File: config.mk
export PLATFORM = sky130hd
export DESIGN_NAME = tlb_xlate
export DESIGN_NICKNAME = d
export VERILOG_FILES = /design/src/rtl/tlb_pkg.sv /design/src/rtl/tlb_tag_cmp.sv /design/src/rtl/tlb_victim_pick.sv /design/src/rtl/tlb_set_store.sv /design/src/rtl/tlb_xlate.sv
export SDC_FILE = /design/constraint.sdc
export NUM_CORES = 1
export LEC_CHECK = 0
export ABC_AREA = 1
export BUFFER_PORTS_ARGS = -buffer_cell sky130_fd_sc_hd__buf_2
export CORE_ASPECT_RATIO = 1.4
export CORE_MARGIN = 4
export CORE_UTILIZATION = 30
export DETAILED_ROUTE_END_ITERATION = 8
export PLACE_DENSITY_LB_ADDON = 0.08
export SLEW_MARGIN = 5
export SYNTH_ARGS = -nofsm -noshare
export SYNTH_HDL_FRONTEND = slang
export SYNTH_SLANG_ARGS = --single-unit
export TNS_END_PERCENT = 100
File: constraint.sdc
create_clock -name clk -period 3.4 [get_ports clk]
set_input_delay 0.68 -clock clk [delete_from_list [all_inputs] [get_ports clk]]
set_output_delay 0.68 -clock clk [all_outputs]
set_load 0.02 [all_outputs]
File: src/rtl/tlb_pkg.sv
package tlb_pkg;

  // Index of the set bit in a one-hot vector; 0 when none is set.
  function automatic int unsigned oh_to_idx(input logic [31:0] oh);
    int unsigned idx;
    idx = 0;
    for (int i = 0; i < 32; i++) begin
      if (oh[i]) idx = i;
    end
    return idx;
  endfunction

endpackage

File: src/rtl/tlb_tag_cmp.sv
module tlb_tag_cmp #(
  parameter int WAYS  = 4,
  parameter int TAG_W = 6
) (
  input  logic [TAG_W-1:0] tags [WAYS],
  input  logic [WAYS-1:0]  vld,
  input  logic [TAG_W-1:0] key,
  output logic [WAYS-1:0]  match
);

  for (genvar w = 0; w < WAYS; w++) begin : g_way
    assign match[w] = vld[w] && (tags[w] == key);
  end

endmodule

File: src/rtl/tlb_victim_pick.sv
module tlb_victim_pick #(
  parameter int WAYS  = 4,
  parameter int IDX_W = 2
) (
  input  logic [WAYS-1:0]  vld,
  input  logic [WAYS-1:0]  match,
  input  logic [IDX_W-1:0] ptr,
  output logic [WAYS-1:0]  way_oh,
  output logic             rr_used
);

  logic [WAYS-1:0] free_oh;
  logic [WAYS-1:0] rr_oh;
  logic            have_free;

  always_comb begin
    free_oh   = '0;
    have_free = 1'b0;
    for (int w = 0; w < WAYS; w++) begin
      if (!have_free && !vld[w]) begin
        free_oh[w] = 1'b1;
        have_free  = 1'b1;
      end
    end
  end

  always_comb begin
    rr_oh      = '0;
    rr_oh[ptr] = 1'b1;
  end

  // same tag first, then lowest free way, then rotating pointer
  always_comb begin
    rr_used = 1'b0;
    if (|match) begin
      way_oh = match;
    end else if (have_free) begin
      way_oh = free_oh;
    end else begin
      way_oh  = rr_oh;
      rr_used = 1'b1;
    end
  end

endmodule

File: src/rtl/tlb_set_store.sv
module tlb_set_store #(
  parameter int WAYS  = 4,
  parameter int TAG_W = 6,
  parameter int PPN_W = 6,
  parameter int IDX_W = (WAYS > 1) ? $clog2(WAYS) : 1
) (
  input  logic             clk,
  input  logic             rst_n,
  input  logic             flush,
  input  logic             wr_en,
  input  logic [TAG_W-1:0] wr_tag,
  input  logic [PPN_W-1:0] wr_ppn,
  input  logic             wr_valid,
  input  logic [TAG_W-1:0] rd_tag,
  output logic             rd_hit,
  output logic [PPN_W-1:0] rd_ppn
);
  import tlb_pkg::*;

  logic [TAG_W-1:0] tag_q [WAYS];
  logic [PPN_W-1:0] ppn_q [WAYS];
  logic [WAYS-1:0]  vld_q;
  logic [IDX_W-1:0] ptr_q;

  logic [WAYS-1:0]  lk_match;
  logic [WAYS-1:0]  fl_match;
  logic [WAYS-1:0]  vic_oh;
  logic             rr_used;
  logic             do_wr;
  logic [IDX_W-1:0] vic_idx;

  tlb_tag_cmp #(.WAYS(WAYS), .TAG_W(TAG_W)) u_lk_cmp (
    .tags(tag_q), .vld(vld_q), .key(rd_tag), .match(lk_match)
  );

  tlb_tag_cmp #(.WAYS(WAYS), .TAG_W(TAG_W)) u_fl_cmp (
    .tags(tag_q), .vld(vld_q), .key(wr_tag), .match(fl_match)
  );

  tlb_victim_pick #(.WAYS(WAYS), .IDX_W(IDX_W)) u_victim (
    .vld(vld_q), .match(fl_match), .ptr(ptr_q),
    .way_oh(vic_oh), .rr_used(rr_used)
  );

  // an invalid fill with no matching way is dropped
  assign do_wr   = wr_en && (wr_valid || (|fl_match));
  assign vic_idx = IDX_W'(oh_to_idx(32'(vic_oh)));

  always_comb begin
    rd_ppn = '0;
    for (int w = 0; w < WAYS; w++) begin
      if (lk_match[w]) rd_ppn = rd_ppn | ppn_q[w];
    end
  end
  assign rd_hit = |lk_match;

  always_ff @(posedge clk) begin
    if (!rst_n) begin
      vld_q <= '0;
      ptr_q <= '0;
      for (int w = 0; w < WAYS; w++) begin
        tag_q[w] <= '0;
        ppn_q[w] <= '0;
      end
    end else if (flush) begin
      vld_q <= '0;
      ptr_q <= '0;
    end else if (do_wr) begin
      for (int w = 0; w < WAYS; w++) begin
        if (vic_oh[w]) begin
          tag_q[w] <= wr_tag;
          ppn_q[w] <= wr_ppn;
          vld_q[w] <= wr_valid;
        end
      end
      if (rr_used) begin
        ptr_q <= (ptr_q == IDX_W'(WAYS - 1)) ? '0 : ptr_q + 1'b1;
      end
    end
  end

  // no tag is held twice in a set
  p_single_match_r5: assert property (@(posedge clk) disable iff (!rst_n)
    $onehot0(lk_match));

  // victim choice always names exactly one way
  p_victim_onehot_r7: assert property (@(posedge clk) disable iff (!rst_n)
    wr_en |-> $onehot(vic_oh));

  // rotation is used only on a full set with no tag match
  p_rr_only_full_r7: assert property (@(posedge clk) disable iff (!rst_n)
    (wr_en && rr_used) |-> ((&vld_q) && !(|fl_match)));

  // a valid write leaves the chosen way holding the written tag
  p_write_lands_r6: assert property (@(posedge clk) disable iff (!rst_n)
    (do_wr && wr_valid && !flush) |=>
      (vld_q[$past(vic_idx)] && (tag_q[$past(vic_idx)] == $past(wr_tag))));

endmodule

File: src/rtl/tlb_xlate.sv
module tlb_xlate #(
  parameter int VPN_W = 8,
  parameter int PPN_W = 6,
  parameter int SETS  = 4,
  parameter int WAYS  = 4
) (
  input  logic             clk,
  input  logic             rst_n,
  input  logic             flush_all,
  input  logic             lk_valid,
  input  logic [VPN_W-1:0] lk_vpn,
  output logic             res_valid,
  output logic             res_hit,
  output logic [PPN_W-1:0] res_ppn,
  input  logic             fill_valid,
  output logic             fill_ready,
  input  logic [VPN_W-1:0] fill_vpn,
  input  logic [PPN_W-1:0] fill_ppn,
  input  logic             fill_pte_valid
);

  localparam int SET_W = $clog2(SETS);
  localparam int TAG_W = VPN_W - SET_W;

  logic [SET_W-1:0] lk_set;
  logic [TAG_W-1:0] lk_tag;
  logic [SET_W-1:0] fl_set;
  logic [TAG_W-1:0] fl_tag;
  logic             fill_fire;
  logic [SETS-1:0]  set_hit;
  logic [PPN_W-1:0] set_ppn [SETS];

  assign lk_set = lk_vpn[SET_W-1:0];
  assign lk_tag = lk_vpn[VPN_W-1:SET_W];
  assign fl_set = fill_vpn[SET_W-1:0];
  assign fl_tag = fill_vpn[VPN_W-1:SET_W];

  // flush takes priority: fills are held off while it is asserted
  assign fill_ready = !flush_all;
  assign fill_fire  = fill_valid && fill_ready;

  for (genvar s = 0; s < SETS; s++) begin : g_set
    logic wr_here;
    assign wr_here = fill_fire && (fl_set == SET_W'(s));

    tlb_set_store #(.WAYS(WAYS), .TAG_W(TAG_W), .PPN_W(PPN_W)) u_set (
      .clk     (clk),
      .rst_n   (rst_n),
      .flush   (flush_all),
      .wr_en   (wr_here),
      .wr_tag  (fl_tag),
      .wr_ppn  (fill_ppn),
      .wr_valid(fill_pte_valid),
      .rd_tag  (lk_tag),
      .rd_hit  (set_hit[s]),
      .rd_ppn  (set_ppn[s])
    );
  end

  assign res_valid = lk_valid;
  assign res_hit   = lk_valid && set_hit[lk_set];
  assign res_ppn   = res_hit ? set_ppn[lk_set] : '0;

  // the cycle after a flush nothing hits
  p_flush_empty_r8: assert property (@(posedge clk) disable iff (!rst_n)
    flush_all |=> !res_hit);

  // an accepted valid fill is found by a lookup one cycle later
  p_fill_visible_r3: assert property (@(posedge clk) disable iff (!rst_n)
    (fill_fire && fill_pte_valid) |=>
      (!lk_valid || (lk_vpn != $past(fill_vpn)) ||
       (res_hit && (res_ppn == $past(fill_ppn)))));

endmodule

==> impl_metrics.py <==
metrics = {
    "outcome": {
        "outcome": "finished, final reports clean",
    },
    "layout": {
        "final_util": 0.350,
        "final_cell_count_no_fill": 2719,
        "area_growth_pct": 15.0,
        "register_area_sq_mm": 0.00529,
        "layout_commonest_cell": "nand2_1",
        "layout.nets": 2131,
        "multi_input_area_sq_mm": 0.00724,
        "fillerInstances": 4931,
        "drive_above_1_share": 0.118,
        "diodes": 0,
        "final_cell_area_sq_mm": 0.0159,
        "final_cell_mix": "nand2_1, nor2_1, nand3_1",
    },
    "floorplanning": {
        "rows": 92,
        "core-area_sq_mm": 0.0452,
        "dieArea_sq_mm": 0.0495,
        "die_w_microns": 189,
        "ios": 37,
        "die_y_microns": 262,
        "start_util": 0.305,
    },
    "timing": {
        "period_needed_ns": 3.22,
        "final.period_utilization": 0.946,
        "fin_ws_ns": 0.184,
        "rsz0062_at_grt": "no",
        "hold_viol_final": 0,
        "report.final.slew_viol_count": 0,
        "slew_headroom": 0.381,
        "setup-tns-final_ns": 0,
        "skew_ns": 0.0166,
        "worstMarginPinSlew_ns": 0.928,
        "max_freq_mhz": 311,
        "setup-violations-final": 0,
        "hold_ws_ns": 0.424,
    },
    "route": {
        "remaining_drc_errors": 0,
        "vias_per_cell": 4.90,
        "ant_nets": 0,
        "met1_length_mm": 23.6,
        "vias": 13328,
        "route.met2.wl_mm": 24.4,
        "wl_met3_mm": 2.54,
        "firstDrtPassIters": 7,
        "drt_iter0_markers": 1011,
        "post_drt_wl_per_cell_microns": 19.0,
        "top_layer": "met4",
        "routed_wirelength_mm": 51.7,
    },
    "worst_hold_path": {
        "hold_depth": 3,
        "hp-class": "input port to register",
    },
    "critical_path": {
        "crit_path_max_fanout": 14,
        "path_buf_inv": 4,
        "cpPeakStageDelay_ns": 0.28,
        "worstSetupPathDepth": 13,
        "crit_type": "input port to output port",
        "start_kind": "input port",
        "r2r_cells": 12,
        "cpLargestDelayFamily": "simple AND/OR/NAND/NOR gates",
        "required_ns": 2.72,
        "worstSetupEndpointType": "output port",
        "worst_ep_arrival_time_ns": 2.54,
        "slowest_stage": "buf_4",
        "cpMostUsedCell": "nor2_1",
        "path_cells": "buf_2, buf_4, o21ai_0, nor2_1, nand3_1, inv_1, nor2_1, nand3_1, nand2_1, nand2_1, nand3_2, nor2_1, buf_2",
    },
    "grt": {
        "gr-usage-all-layers": 0.207,
        "first_global_vias": 12918,
        "grt_pass1_wl_mm": 79.1,
        "grt_start_max_net_pins": 165,
        "antenna_found_initial": 0,
        "grt_overflow_total": 0,
    },
    "clock_tree": {
        "cts_max_level": 1,
        "cts.clk_slew.worst_paths_ns": 0.06,
        "clock_path_buffers": 3,
        "cts_buffers": 27,
        "cts_tree": "done",
        "cts_setup_buffers": 0,
        "clock_sinks": 216,
        "cts_root_buf": "clkbuf_16",
        "worst_skew_pair.late_latency_ns": 0.56,
    },
    "placed_design": {
        "gp_congestion": 0.835,
        "dp_cells": 2669,
        "io_buffer_count": 36,
        "dp_slack_ns": 0.0299,
        "dp_hpwl_mm": 36.5,
        "dpl_cell_area_sq_mm": 0.0150,
    },
    "yosys": {
        "syn_inst": 2039,
        "avgSynthCellArea_sq_um": 6.76,
        "seq_area_frac_synth": 0.383,
        "async_flop_share": 0,
        "synth_nets": 2083,
        "synth_ff_type": "dfxtp_1",
        "syn_area_sq_mm": 0.0138,
        "yosys_warnings": 0,
        "synth_edf_count": 96,
        "ys_seq_elements": 216,
        "synth.distinct_cells": 46,
    },
    "pwr": {
        "total_power_mw": 6.20,
        "power_density_mw_per_mm2": 391,
        "leakage_nw": 7.00,
        "ir_worst_vdd_mv": 0.342,
    },
    "run": {
        "cap_violations": 0,
    },
}
==> repair_timing <==
action	in CTS	in global routing
hold buffers	0	0
hold endpoints to repair	0	0
gates resized for setup	0	9
endpoints found under the setup margin	0	6
==> worst register-to-register path, stage by stage (launching register included) <==
cell and delay [ns]:
dfxtp_1 0.44, inv_1 0.06, nand2_1 0.09, nand2_1 0.06, nor2_1 0.11, nand3_1 0.08
nor2_1 0.14, nor2_2 0.08, nand3_2 0.12, nand2_2 0.08, inv_4 0.23, nand2_2 0.20
nand2_1 0.33
==> state kept, by name, indices dropped and copies added, names as in the netlist <==
signal / count
g_set.u_set.vld_q: 16
g_set.u_set.ppn_q: 96
g_set.u_set.tag_q: 96
g_set.u_set.ptr_q: 8
==> synthesized netlist by cell type, types with 7 or more instances <==
library cell	n	area (sq um)
inv_1	202	758
nor2_1	270	1010
nand3_4	7	123
nor2_4	7	78.8
nand2_2	26	163
buf_4	13	97.6
nand4_1	74	463
buf_2	24	120
xnor2_1	30	263
buf_1	12	45.0
edfxtp_1	96	2880
a21oi_1	50	250
ha_1	16	200
dfxtp_1	120	2400
o21ai_1	10	50.1
nor3_1	11	55.1
inv_2	12	45.0
nor2_2	23	144
nand2_1	658	2470
o21ai_0	51	255
clkbuf_1	30	113
nand3_1	233	1170
==> area by class of cell <==
| cell class | count | area share |
|---|---|---|
| multi-input combinational | 1519 | 0.457 |
| clock buffer | 34 | 0.0443 |
| clock inverter | 16 | 0.00805 |
| inverter | 219 | 0.0528 |
| sequential | 216 | 0.333 |
| tap | 611 | 0.0482 |
| timing repair buffer | 104 | 0.0564 |
==> layer usage <==
metal	track usage	up-vias
li1	-	6640
met3	0.0264	79
met5	0	-
met2	0.350	370
met1	0.281	6239
met4	0.0522	0
==> logic make-up after synthesis <==
logic type,Yosys count,synth area share
AO/OA/AOI/OAI,132,0.0543
XOR/XNOR,35,0.0222
adder cells (fa/ha/maj),16,0.0145
buffers and inverters,304,0.0927
flip-flops,216,0.383
AND/OR/NAND/NOR,1336,0.433
==> worst paths after layout <==
kind / slack, ns / start / endpoint
worst max-delay path: 0.18 / lk_vpn[5] / res_ppn[5]
worst min-delay path: 0.42 / fill_vpn[6] / g_set[0].u_set.tag_q[22]
worst max register to register: 1.01 / g_set[1].u_set.tag_q[14] / g_set[1].u_set.ppn_q[3][1]
worst min register to register: 0.48 / g_set[0].u_set.tag_q[15] / g_set[0].u_set.tag_q[15]
==> power by group <==
group,internal (mW),switching [mW]
registers,2.75,0.0172
logic,0.168,0.443
clock network,1.61,1.22
total,4.52,1.68
Note: power is estimated with default switching activity, not from simulation.
